--- config.mk ---
export PLATFORM = sky130hd
export DESIGN_NAME = ds3_tx_align
export DESIGN_NICKNAME = d
export VERILOG_FILES = /design/src/rtl/ds3_tx_pkg.sv /design/src/rtl/ds3_sync_sampler.sv /design/src/rtl/ds3_frame_counter.sv /design/src/rtl/ds3_oh_decode.sv /design/src/rtl/ds3_tx_align.sv
export SDC_FILE = /design/constraint.sdc
export NUM_CORES = 1
export LEC_CHECK = 0
export BUFFER_PORTS_ARGS = -buffer_cell sky130_fd_sc_hd__buf_2
export CAP_MARGIN = 30
export CELL_PAD_IN_SITES_DETAIL_PLACEMENT = 0
export CELL_PAD_IN_SITES_GLOBAL_PLACEMENT = 2
export CORE_MARGIN = 2
export CORE_UTILIZATION = 34
export DETAILED_ROUTE_END_ITERATION = 8
export PLACE_DENSITY_LB_ADDON = 0.1
export SLEW_MARGIN = 20
export SYNTH_ARGS = -nofsm -noshare
export SYNTH_HDL_FRONTEND = slang
export SYNTH_SLANG_ARGS = --single-unit
--- constraint.sdc ---
create_clock -name clk_i -period 4.6 [get_ports clk_i]
set_input_delay 0.46 -clock clk_i [delete_from_list [all_inputs] [get_ports clk_i]]
set_output_delay 0.46 -clock clk_i [all_outputs]
set_load 0.05 [all_outputs]
--- src/rtl/ds3_tx_pkg.sv ---
package ds3_tx_pkg;
  localparam int BLK_BITS  = 85;
  localparam int SLOTS     = 8;
  localparam int SUBFRAMES = 7;
  localparam int BLK_W     = $clog2(BLK_BITS);
  localparam int SLOT_W    = $clog2(SLOTS);
  localparam int SF_W      = $clog2(SUBFRAMES);

  typedef struct packed {
    logic [SF_W-1:0]   sf;
    logic [SLOT_W-1:0] slot;
    logic [BLK_W-1:0]  blk;
  } frame_pos_t;
endpackage

--- src/rtl/ds3_sync_sampler.sv ---
module ds3_sync_sampler (
  input  logic clk_i,
  input  logic rst_ni,
  input  logic sync_i,
  output logic edge_o
);
  logic prev_q, edge_q;

  // falling-edge sampling; edge_q spans the posedge that closes the bit time
  always_ff @(negedge clk_i or negedge rst_ni) begin
    if (!rst_ni) begin
      prev_q <= 1'b0;
      edge_q <= 1'b0;
    end else begin
      prev_q <= sync_i;
      edge_q <= sync_i & ~prev_q;
    end
  end

  assign edge_o = edge_q;

  assert_edge_single_R4: assert property (@(posedge clk_i) disable iff (!rst_ni)
    edge_o |=> !edge_o);
endmodule

--- src/rtl/ds3_frame_counter.sv ---
module ds3_frame_counter
  import ds3_tx_pkg::*;
(
  input  logic       clk_i,
  input  logic       rst_ni,
  input  logic       run_free_i,
  input  logic       load_i,
  output frame_pos_t pos_o,
  output logic       locked_o
);
  frame_pos_t pos_q, pos_nxt;
  logic       locked_q;

  always_comb begin
    pos_nxt = pos_q;
    if (pos_q.blk == BLK_W'(BLK_BITS - 1)) begin
      pos_nxt.blk = '0;
      if (pos_q.slot == SLOT_W'(SLOTS - 1)) begin
        pos_nxt.slot = '0;
        pos_nxt.sf   = (pos_q.sf == SF_W'(SUBFRAMES - 1)) ? '0 : pos_q.sf + 1'b1;
      end else begin
        pos_nxt.slot = pos_q.slot + 1'b1;
      end
    end else begin
      pos_nxt.blk = pos_q.blk + 1'b1;
    end
  end

  always_ff @(posedge clk_i or negedge rst_ni) begin
    if (!rst_ni) begin
      pos_q    <= '0;
      locked_q <= 1'b0;
    end else if (load_i) begin
      // edge bit time was frame bit 0
      pos_q    <= '{sf: '0, slot: '0, blk: BLK_W'(1)};
      locked_q <= 1'b1;
    end else if (locked_q || run_free_i) begin
      pos_q    <= pos_nxt;
    end
  end

  assign pos_o    = pos_q;
  assign locked_o = locked_q | run_free_i;

  assert_hold_unlocked_R1: assert property (@(posedge clk_i) disable iff (!rst_ni)
    !locked_o && !load_i |=> $stable(pos_q));
  assert_lock_sticky_R3: assert property (@(posedge clk_i) disable iff (!rst_ni)
    locked_q |=> locked_q);
  assert_load_R5: assert property (@(posedge clk_i) disable iff (!rst_ni)
    load_i |=> (pos_q.blk == BLK_W'(1)) && (pos_q.slot == '0) && (pos_q.sf == '0));
endmodule

--- src/rtl/ds3_oh_decode.sv ---
module ds3_oh_decode
  import ds3_tx_pkg::*;
(
  input  frame_pos_t           pos_i,
  input  logic                 locked_i,
  input  logic                 drive_sync_i,
  input  logic                 mark_mode_i,
  input  logic [SUBFRAMES-1:0] sf_sel_i,
  input  logic [SLOTS-1:0]     slot_sel_i,
  output logic                 gap_en_o,
  output logic                 ins_o,
  output logic                 sync_o
);
  logic oh_bit, frame_start;

  assign oh_bit      = (pos_i.blk == '0);
  assign frame_start = oh_bit && (pos_i.slot == '0) && (pos_i.sf == '0);

  assign gap_en_o = locked_i && !oh_bit;
  assign ins_o    = locked_i && oh_bit && sf_sel_i[pos_i.sf] && slot_sel_i[pos_i.slot];
  assign sync_o   = drive_sync_i && (mark_mode_i ? oh_bit : frame_start);
endmodule

--- src/rtl/ds3_tx_align.sv ---
module ds3_tx_align
  import ds3_tx_pkg::*;
(
  input  logic                 clk_i,
  input  logic                 rst_ni,
  input  logic                 sync_i,
  input  logic                 sync_in_mode_i,
  input  logic                 mark_mode_i,
  input  logic [SUBFRAMES-1:0] ins_sf_sel_i,
  input  logic [SLOTS-1:0]     ins_slot_sel_i,
  output logic                 gap_en_o,
  output logic                 ins_o,
  output logic                 sync_o,
  output logic                 locked_o
);
  logic       sync_edge, load;
  frame_pos_t pos;
  logic       locked;

  ds3_sync_sampler u_sampler (
    .clk_i  (clk_i),
    .rst_ni (rst_ni),
    .sync_i (sync_i),
    .edge_o (sync_edge)
  );

  assign load = sync_edge & sync_in_mode_i;

  ds3_frame_counter u_counter (
    .clk_i      (clk_i),
    .rst_ni     (rst_ni),
    .run_free_i (~sync_in_mode_i),
    .load_i     (load),
    .pos_o      (pos),
    .locked_o   (locked)
  );

  ds3_oh_decode u_decode (
    .pos_i        (pos),
    .locked_i     (locked),
    .drive_sync_i (~sync_in_mode_i),
    .mark_mode_i  (mark_mode_i),
    .sf_sel_i     (ins_sf_sel_i),
    .slot_sel_i   (ins_slot_sel_i),
    .gap_en_o     (gap_en_o),
    .ins_o        (ins_o),
    .sync_o       (sync_o)
  );

  assign locked_o = locked;

  assert_quiet_unlocked_R1: assert property (@(posedge clk_i) disable iff (!rst_ni)
    !locked_o |-> !gap_en_o && !ins_o);
  assert_payload_after_oh_R6: assert property (@(posedge clk_i) disable iff (!rst_ni)
    locked_o && !gap_en_o |=> gap_en_o);
  assert_ins_not_payload_R7: assert property (@(posedge clk_i) disable iff (!rst_ni)
    ins_o |-> !gap_en_o);
  assert_self_locked_R8: assert property (@(posedge clk_i) disable iff (!rst_ni)
    !sync_in_mode_i |-> locked_o);
  assert_pulse_then_payload_R9: assert property (@(posedge clk_i) disable iff (!rst_ni)
    sync_o && !mark_mode_i |=> gap_en_o && !sync_o);
  assert_mark_on_oh_R10: assert property (@(posedge clk_i) disable iff (!rst_ni)
    sync_o |-> !gap_en_o);
  assert_sync_quiet_R11: assert property (@(posedge clk_i) disable iff (!rst_ni)
    sync_in_mode_i |-> !sync_o);
endmodule

# Word level (Yosys, flattened, before mapping)
# Cells that the tools add are included.
[word_totals]
inputBits = 20
out_inout_bits = 4
word_cells = 48
register_bits = 16
[op_classes]
add_sub_neg = 3
bitwise_logic = 5
order_cmp = 2
n_eq_ne = 3
muxes = 12
n_reduce_logical = 17
[ops]
columns = ["operator", "n"]
rows = [
  ["$mux W13", 2],
  ["$mux W3", 3],
  ["$lt A3 B4 Y1 const B", 2],
  ["$add A7 B1 Y7 const B", 1],
  ["$eq A7 B7 Y1 const B", 1],
  ["$logic_and A1 B1 Y1", 7],
  ["$logic_not A7 Y1", 1],
  ["$mux W7", 1],
  ["$add A3 B1 Y3 const B", 2],
  ["$bmux W1 S3", 2],
  ["$eq A3 B3 Y1 const B", 2],
  ["$logic_not A3 Y1", 2],
  ["$mux W6", 1],
  ["$reduce_bool A2 Y1", 3],
  ["$mux W1", 3],
  ["$reduce_and A3 Y1", 1],
  ["$and A1 B1 Y1", 2],
  ["$not A1 Y1", 2],
  ["$reduce_and A2 Y1", 1],
  ["$logic_not A1 Y1", 1],
  ["$logic_or A1 B1 Y1", 1],
  ["$or A1 B1 Y1", 1],
]

# Longest topological paths before layout
# Gate-level depths: netlist of run 1.
[depth]
ltp_word = 6
mapped_depth = 6
mapped_depth_nobuf = 5

# Cells and area by module
# Synthesis of run 1 repeated with hierarchy kept, for this count alone.
[unflattened]
cells_unflattened = 97
hier_area_um2 = 1044.8
[modules_own_cells]
columns = ["module", "seq_area_each_um2", "area_each_um2", "cells_per_inst", "n_inst"]
rows = [
  ["ds3_frame_counter", 350.3, 789.5, 74, 1],
  ["ds3_oh_decode", 0.0, 181.4, 18, 1],
  ["ds3_sync_sampler", 50.0, 63.8, 3, 1],
  ["ds3_tx_align", 0.0, 10.0, 2, 1],
]

==> results of run 1 <==
## cells by family after synthesis
| family | synth area share [%] |
|---|---|
| DFF | 38.32 |
| adders and majority gates | 5.988 |
| muxes | 10.42 |
| buffers and inverters | 4.790 |
| AOI/OAI and AO/OA | 17.13 |
| and+or+nand+nor | 23.35 |
## final cells by class
class                      instances  share of cell area, %
multi-input combinational         82                  48.92
timing repair buffer              24                  10.09
sequential                        16                  32.96
clock buffer                       4                  2.163
inverter                           8                  2.472
tap                               33                  3.399
## where the power goes
part | leakage (nW) | internal (mW) | switching (mW) | total, mW
Combinational | 0.295 | 0.0433 | 0.0777 | 0.121
Clock | 0.0150 | 0.0337 | 0.0454 | 0.0791
Sequential | 0.208 | 0.160 | 0.0271 | 0.187
## flip-flops by register name, summed over array words and instances (netlist names)
name / flops
u_counter.locked_q: 1
u_sampler.prev_q: 1
u_counter.pos_o: 13
u_sampler.edge_o: 1
## routing by layer
metal  vias to the layer above  routed length, µm
met3                         4                170
met1                       471               1137
met2                        38               1195
met5                         -                  0
met4                         0                 42
li1                        464                  -
## per-stage QoR
stage / utilization, % / cell area (µm²) / instances / setup WS [ns]
after global placement: 39.92 / 1189 / 163 / 0.9353
after detailed placement: 39.92 / 1189 / 163 / 0.9060
final: 40.80 / 1215 / 167 / 0.9060
after CTS: 40.80 / 1215 / 167 / 0.8974
after floorplan: - / 1045 / 111 / 1.046
after global routing: 40.80 / 1215 / 167 / 0.8296
## path summary, 6_finish.rpt
kind | start | end | slack, ns
max in group asynchronous | rst_ni | u_sampler.edge_o$_DFF_NN0_ | 2.04
min reg2reg | u_sampler.prev_q$_DFF_NN0_ | u_sampler.edge_o$_DFF_NN0_ | 0.34
min in group clk_i | u_sampler.prev_q$_DFF_NN0_ | u_sampler.edge_o$_DFF_NN0_ | 0.34
max | u_sampler.edge_o$_DFF_NN0_ | u_counter.pos_o[5]$_DFFE_PN0P_ | 0.91
min | rst_ni | u_counter.pos_o[3]$_DFFE_PN0P_ | 0.07
max reg2reg | u_sampler.edge_o$_DFF_NN0_ | u_counter.pos_o[5]$_DFFE_PN0P_ | 0.91
## cell usage after synthesis, drive strengths merged (4+ instances only)
| library cell | instances |
|---|---|
| dfrtp | 14 |
| nand2 | 11 |
| a21oi | 9 |
| inv | 7 |
| o31ai | 6 |
| ha | 5 |
| o21ai | 5 |
| clkbuf | 4 |
| nand4 | 4 |
| nor2b | 4 |
| nor4 | 4 |
==> results.txt, run 1 <==
routing usage on met3 = 2.838%
main flop type after synthesis = dfrtp_1
Ys Warns = 0
Worst Max-Slew Pin Slew = 0.9311 ns
syn avg cell area = 9.412 µm²
cell count along the critical path = 4
Sink Count = 16
slowest CP cell = or4_1
CTS Hold Bufs = 0
RePlAce Congestion = 0.7148
cells along the critical path = nor3b_1, buf_4, or4_1, a21oi_1
Cell variety after synth = 34
number of synthesized register bits = 16
Worst Path Required = 4.82 ns
total wire length = 2545 µm
top cell type's share of synthesized area = 33.53%
total gr overflow = 0
Vias = 977
ANT nets after route = 0
Root Buffer = clkbuf_4
Worst Path Max Fanout = 9
RSZ-0062 raised after global routing = false
most frequent cells in the layout = buf_2 (23), dfrtp_1 (14), nand2_1 (11)
Mapped Cells = 111
sequential cell area = 400.4 µm²
CP top delay family = simple AND/OR/NAND/NOR gates
Post CTS Setup Buffer Count = 0
DR iter-0 viols = 28
Longest Clk Path Bufs = 2
hold crit path type = in -> async
gr busiest metal = met2
row count = 20
area of the die = 3532 µm²
Lkg Pwr = 0.5181 nW
maxcap violations = 0
Tot Pwr = 0.3876 mW
Die Ht = 59.43 µm
initial antenna violation count = 0
n_diodes = 0
cells on worst reg2reg path = 4
H-tree Lvls = 1
largest net degree at the start of global routing = 17
final setup fails = 0
Pre-antenna DRT Iters = 4
fillers = 324
vias in the first global route = 901
clock latency on the worst-skew pair = 0.29 ns
Net Count, Synth = 136
status = complete, no violations
max incr delay on CP = 0.49 ns
DP HPWL = 1901 µm
number of top-level pins = 24
initial core utilization = 35.08%
Clk pin slew, worst setup/hold paths = 0.10 ns
layout cells sized above 1 = 23.88%
EDFF count, synth = 0
Total GRT Usage = 16.17%
GR Util met2 = 26.22%
async set or reset register ratio after synthesis = 100.0%
most common cell after layout, fill and taps aside = buf_2
hold_ws = 0.07399 ns
drt via density = 5.850
Port Buf Inserts = 23
clk_skew = 0.006618 ns
Avg WL per Cell = 15.24 µm
Worst Setup End Kind = register
# nets final = 160
multi-input logic area = 594.3 µm²
Post-Syn Area = 1045 µm²
CTS buffer count = 3
post-CTS sizing = 0
Die Span X = 59.43 µm
met1 global-route usage = 21.09%
Data arrival, critical path = 3.91 ns
core area = 2978 µm²
Area Growth Syn to Fin = 16.29%
sequential share of the synthesized area = 38.32%
Hold Fails Final Rpt = 0
Synth area leaders = dfrtp_1 (34%), mux4_2 (6.5%), ha_1 (6.0%)
setup TNS = 0 ns
Slew Limit Fails = 0
Slew HR = 37.80%
top cell type by total area after synthesis = dfrtp_1
TritonCTS clock tree = done
Worst setup SP type = register
DRC errors left = 0
VDD IR max = 0.2114 mV
kind of critical path = reg -> reg
pwr/cell area = 319.0 nW/µm²
crit path buf inv count = 1
first-pass GRT wire length = 4236 µm
(Power assumes the default switching activity.)
==> run 2: changes to the inputs <==
- ABC_AREA: not set -> 1
- CORE_UTILIZATION: 34 -> 29
- clock period: 4.6 -> 3.7 ns (I/O delays scaled with it)
==> run 2 against run 1 <==
Compared with the run above:
- sequential share of layout area fell by 2.9 points
- non-clock buffer count decreased by 1
- cell count is 40% higher
- register-to-register slack got worse by 0.26 ns
- design area up 9.8%
- largest power group is now combinational cells
==> results.txt, run 2 <==
status = complete, no violations (unchanged)
sequential share of the synthesized area = 35.48% (was 38.32%)
Post CTS Setup Buffer Count = 0 (unchanged)
Net Count, Synth = 186 (was 136)
Data arrival, critical path = 3.24 ns (was 3.91 ns)
vias in the first global route = 888 (was 901)
post-CTS sizing = 0 (unchanged)
Post-Syn Area = 1129 µm² (was 1045 µm²)
EDFF count, synth = 0 (unchanged)
pre-CTS setup slack = 0.6550 ns (was 0.9060 ns)
layout cells sized above 1 = 21.51% (was 23.88%)
Worst Path Max Fanout = 12 (was 9)
initial antenna violation count = 0 (unchanged)
sequential power share = 39.4% (was 48.4%)
number of top-level pins = 24 (unchanged)
hold_ws = 0.02737 ns (was 0.07399 ns)
Worst Path Required = 3.89 ns (was 4.82 ns)
clock latency on the worst-skew pair = 0.26 ns (was 0.29 ns)
Hold Fails Final Rpt = 0 (unchanged)
area of the die = 4407 µm² (was 3532 µm²)
RePlAce Congestion = 0.7627 (was 0.7148)
Worst Max-Slew Pin Slew = 0.3731 ns (was 0.9311 ns)
hold crit path type = in -> async (unchanged)
first-pass GRT wire length = 3953 µm (was 4236 µm)
Ys Warns = 0 (unchanged)
DP HPWL = 1973 µm (was 1901 µm)
final setup fails = 0 (unchanged)
slowest CP cell = dfrtn_1 (was or4_1)
async set or reset register ratio after synthesis = 100.0% (unchanged)
Pre-antenna DRT Iters = 4 (unchanged)
Sink Count = 16 (unchanged)
CTS buffer count = 3 (unchanged)
# nets final = 212 (was 160)
Worst Setup End Kind = register (unchanged)
setup TNS = 0 ns (unchanged)
Total GRT Usage = 11.71% (was 16.17%)
reported net switching power = 0.3008 mW (was 0.1502 mW)
Cell variety after synth = 26 (was 34)
CTS Hold Bufs = 0 (unchanged)
count leader, synth = nand2_1 (was dfrtp_1)
Worst setup SP type = register (unchanged)
H-tree Lvls = 1 (unchanged)
Internal = 0.4368 mW (was 0.2373 mW)
TritonCTS clock tree = done (unchanged)
flip-flop count of the largest register after layout = 13 (unchanged)
Mapped Cells = 161 (was 111)
Die Ht = 66.39 µm (was 59.43 µm)
Sw Share = 40.78% (was 38.77%)
Clk pin slew, worst setup/hold paths = 0.06 ns (was 0.10 ns)
row count = 22 (was 20)
number of synthesized register bits = 16 (unchanged)
most common cell after layout, fill and taps aside = nand2_1 (was buf_2)
drt via density = 4.350 (was 5.850)
total wire length = 2417 µm (was 2545 µm)
RSZ-0062 raised after global routing = false (unchanged)
clock share of power = 20.9% (was 20.4%)
CP top delay family = simple AND/OR/NAND/NOR gates (unchanged)
initial core utilization = 30.60% (was 35.08%)
DRC errors left = 0 (unchanged)
Root Buffer = clkbuf_8 (was clkbuf_4)
max incr delay on CP = 0.40 ns (was 0.49 ns)
top cell type by total area after synthesis = dfrtp_1 (unchanged)
DR iter-0 viols = 36 (was 28)
cells along the critical path = nand2_2, nand2_4, nand2_1, o21bai_1, inv_1, nor2_1 (was nor3b_1, buf_4, or4_1, a21oi_1)
Vias = 1018 (was 977)
clk_skew = 0.01720 ns (was 0.006618 ns)
Synth top cells by count = nand2_1 (49), inv_1 (26), nand3_1 (18) (was dfrtp_1 (14), nand2_1 (11), a21oi_1 (9))
post-route core utilization = 36.16% (was 40.80%)
main flop type after synthesis = dfrtp_1 (unchanged)
Area Growth Syn to Fin = 18.18% (was 16.29%)
maxcap violations = 0 (unchanged)
Non-Filler Instances = 234 (was 167)
VDD IR max = 0.2275 mV (was 0.2114 mV)
ANT nets after route = 0 (unchanged)
Comb pwr share = 39.7% (was 31.2%)
crit path buf inv count = 1 (unchanged)
Die Span X = 66.39 µm (was 59.43 µm)
Lkg Pwr = 0.7459 nW (was 0.5181 nW)
n_diodes = 0 (unchanged)
Slew HR = 75.12% (was 37.80%)
kind of critical path = reg -> reg (unchanged)
syn avg cell area = 7.010 µm² (was 9.412 µm²)
Longest Clk Path Bufs = 2 (unchanged)
Avg WL per Cell = 10.33 µm (was 15.24 µm)
total gr overflow = 0 (unchanged)
most frequent cells in the layout = nand2_1 (49), inv_1 (26), buf_2 (23) (was buf_2 (23), dfrtp_1 (14), nand2_1 (11))
Slew Limit Fails = 0 (unchanged)
Synth area leaders = dfrtp_1 (31%), nand2_1 (16%), inv_1 (8.6%) (was dfrtp_1 (34%), mux4_2 (6.5%), ha_1 (6.0%))
Port Buf Inserts = 23 (unchanged)
pwr/cell area = 553.0 nW/µm² (was 319.0 nW/µm²)
core area = 3689 µm² (was 2978 µm²)
largest net degree at the start of global routing = 17 (unchanged)
Inst Count DP = 230 (was 163)
Setup WS post-layout = 0.6498 ns (was 0.9060 ns)
top cell type's share of synthesized area = 31.04% (was 33.53%)
==> run 2: metal layers <==
layer  track usage [%]  up-vias  wire (µm)
li1                  -      552          -
met5                 0        -          0
met4             1.531        0          7
met1             15.55      444       1183
met2             19.50       20       1118
met3             3.066        2        108
==> run 2: power by group through the flow <==
stage | clock, mW | sequential (mW) | combinational [mW]
6_report | 0.154 | 0.291 | 0.293
5_1_grt | 0.166 | 0.300 | 0.342
4_1_cts | 0.159 | 0.291 | 0.301
3_5_place_dp | 0 | 0.295 | 0.299
3_3_place_gp | 0 | 0.295 | 0.297
2_1_floorplan | 0 | 0.269 | 0.246
==> run 2: worst paths after layout <==
kind / from / cells after the start / end / slack, ns
setup / recovery: u_sampler.edge_o$_DFF_NN0_ / 6 / u_counter.pos_o[4]$_DFFE_PN0P_ / 0.65
hold / removal: rst_ni / 1 / u_counter.pos_o[3]$_DFFE_PN0P_ / 0.03
hold reg to reg: u_sampler.prev_q$_DFF_NN0_ / 1 / u_sampler.edge_o$_DFF_NN0_ / 0.34
max in group asynchronous: rst_ni / 1 / u_sampler.edge_o$_DFF_NN0_ / 1.65
min in group clk_i: u_sampler.prev_q$_DFF_NN0_ / 1 / u_sampler.edge_o$_DFF_NN0_ / 0.34
setup reg to reg: u_sampler.edge_o$_DFF_NN0_ / 6 / u_counter.pos_o[4]$_DFFE_PN0P_ / 0.65
==> run 2: logic make-up after synthesis <==
group	synth area share (%)
compound gates	5.876
xor+xnor	1.442
fa+ha+maj	5.543
buf+inv	11.20
flops	35.48
simple gates	40.47
==> run 2: worst reg2reg max path, cell delays in order, from the launching register on <==
cell and delay (ns):
dfrtn_1 0.40, nand2_2 0.14, nand2_4 0.21, nand2_1 0.10, o21bai_1 0.14, inv_1 0.05, nor2_1 0.09
==> run 2: layout make-up <==
| class | instances | area [µm²] |
|---|---|---|
| Clock buffer | 4 | 55.05 |
| Fill cell | 419 | 2355 |
| Inverter | 27 | 101.3 |
| Multi-Input combinational cell | 116 | 601.8 |
| Sequential cell | 16 | 400.4 |
| Tap cell | 48 | 60.06 |
| Timing Repair Buffer | 23 | 115.1 |
==> run 2: per-stage QoR <==
stage / power, mW / cell area [µm²]
2_1_floorplan: 0.5146 / 1129
3_3_place_gp: 0.5926 / 1279
3_5_place_dp: 0.5941 / 1279
4_1_cts: 0.7505 / 1334
5_1_grt: 0.8085 / 1334
6_report: 0.7376 / 1334
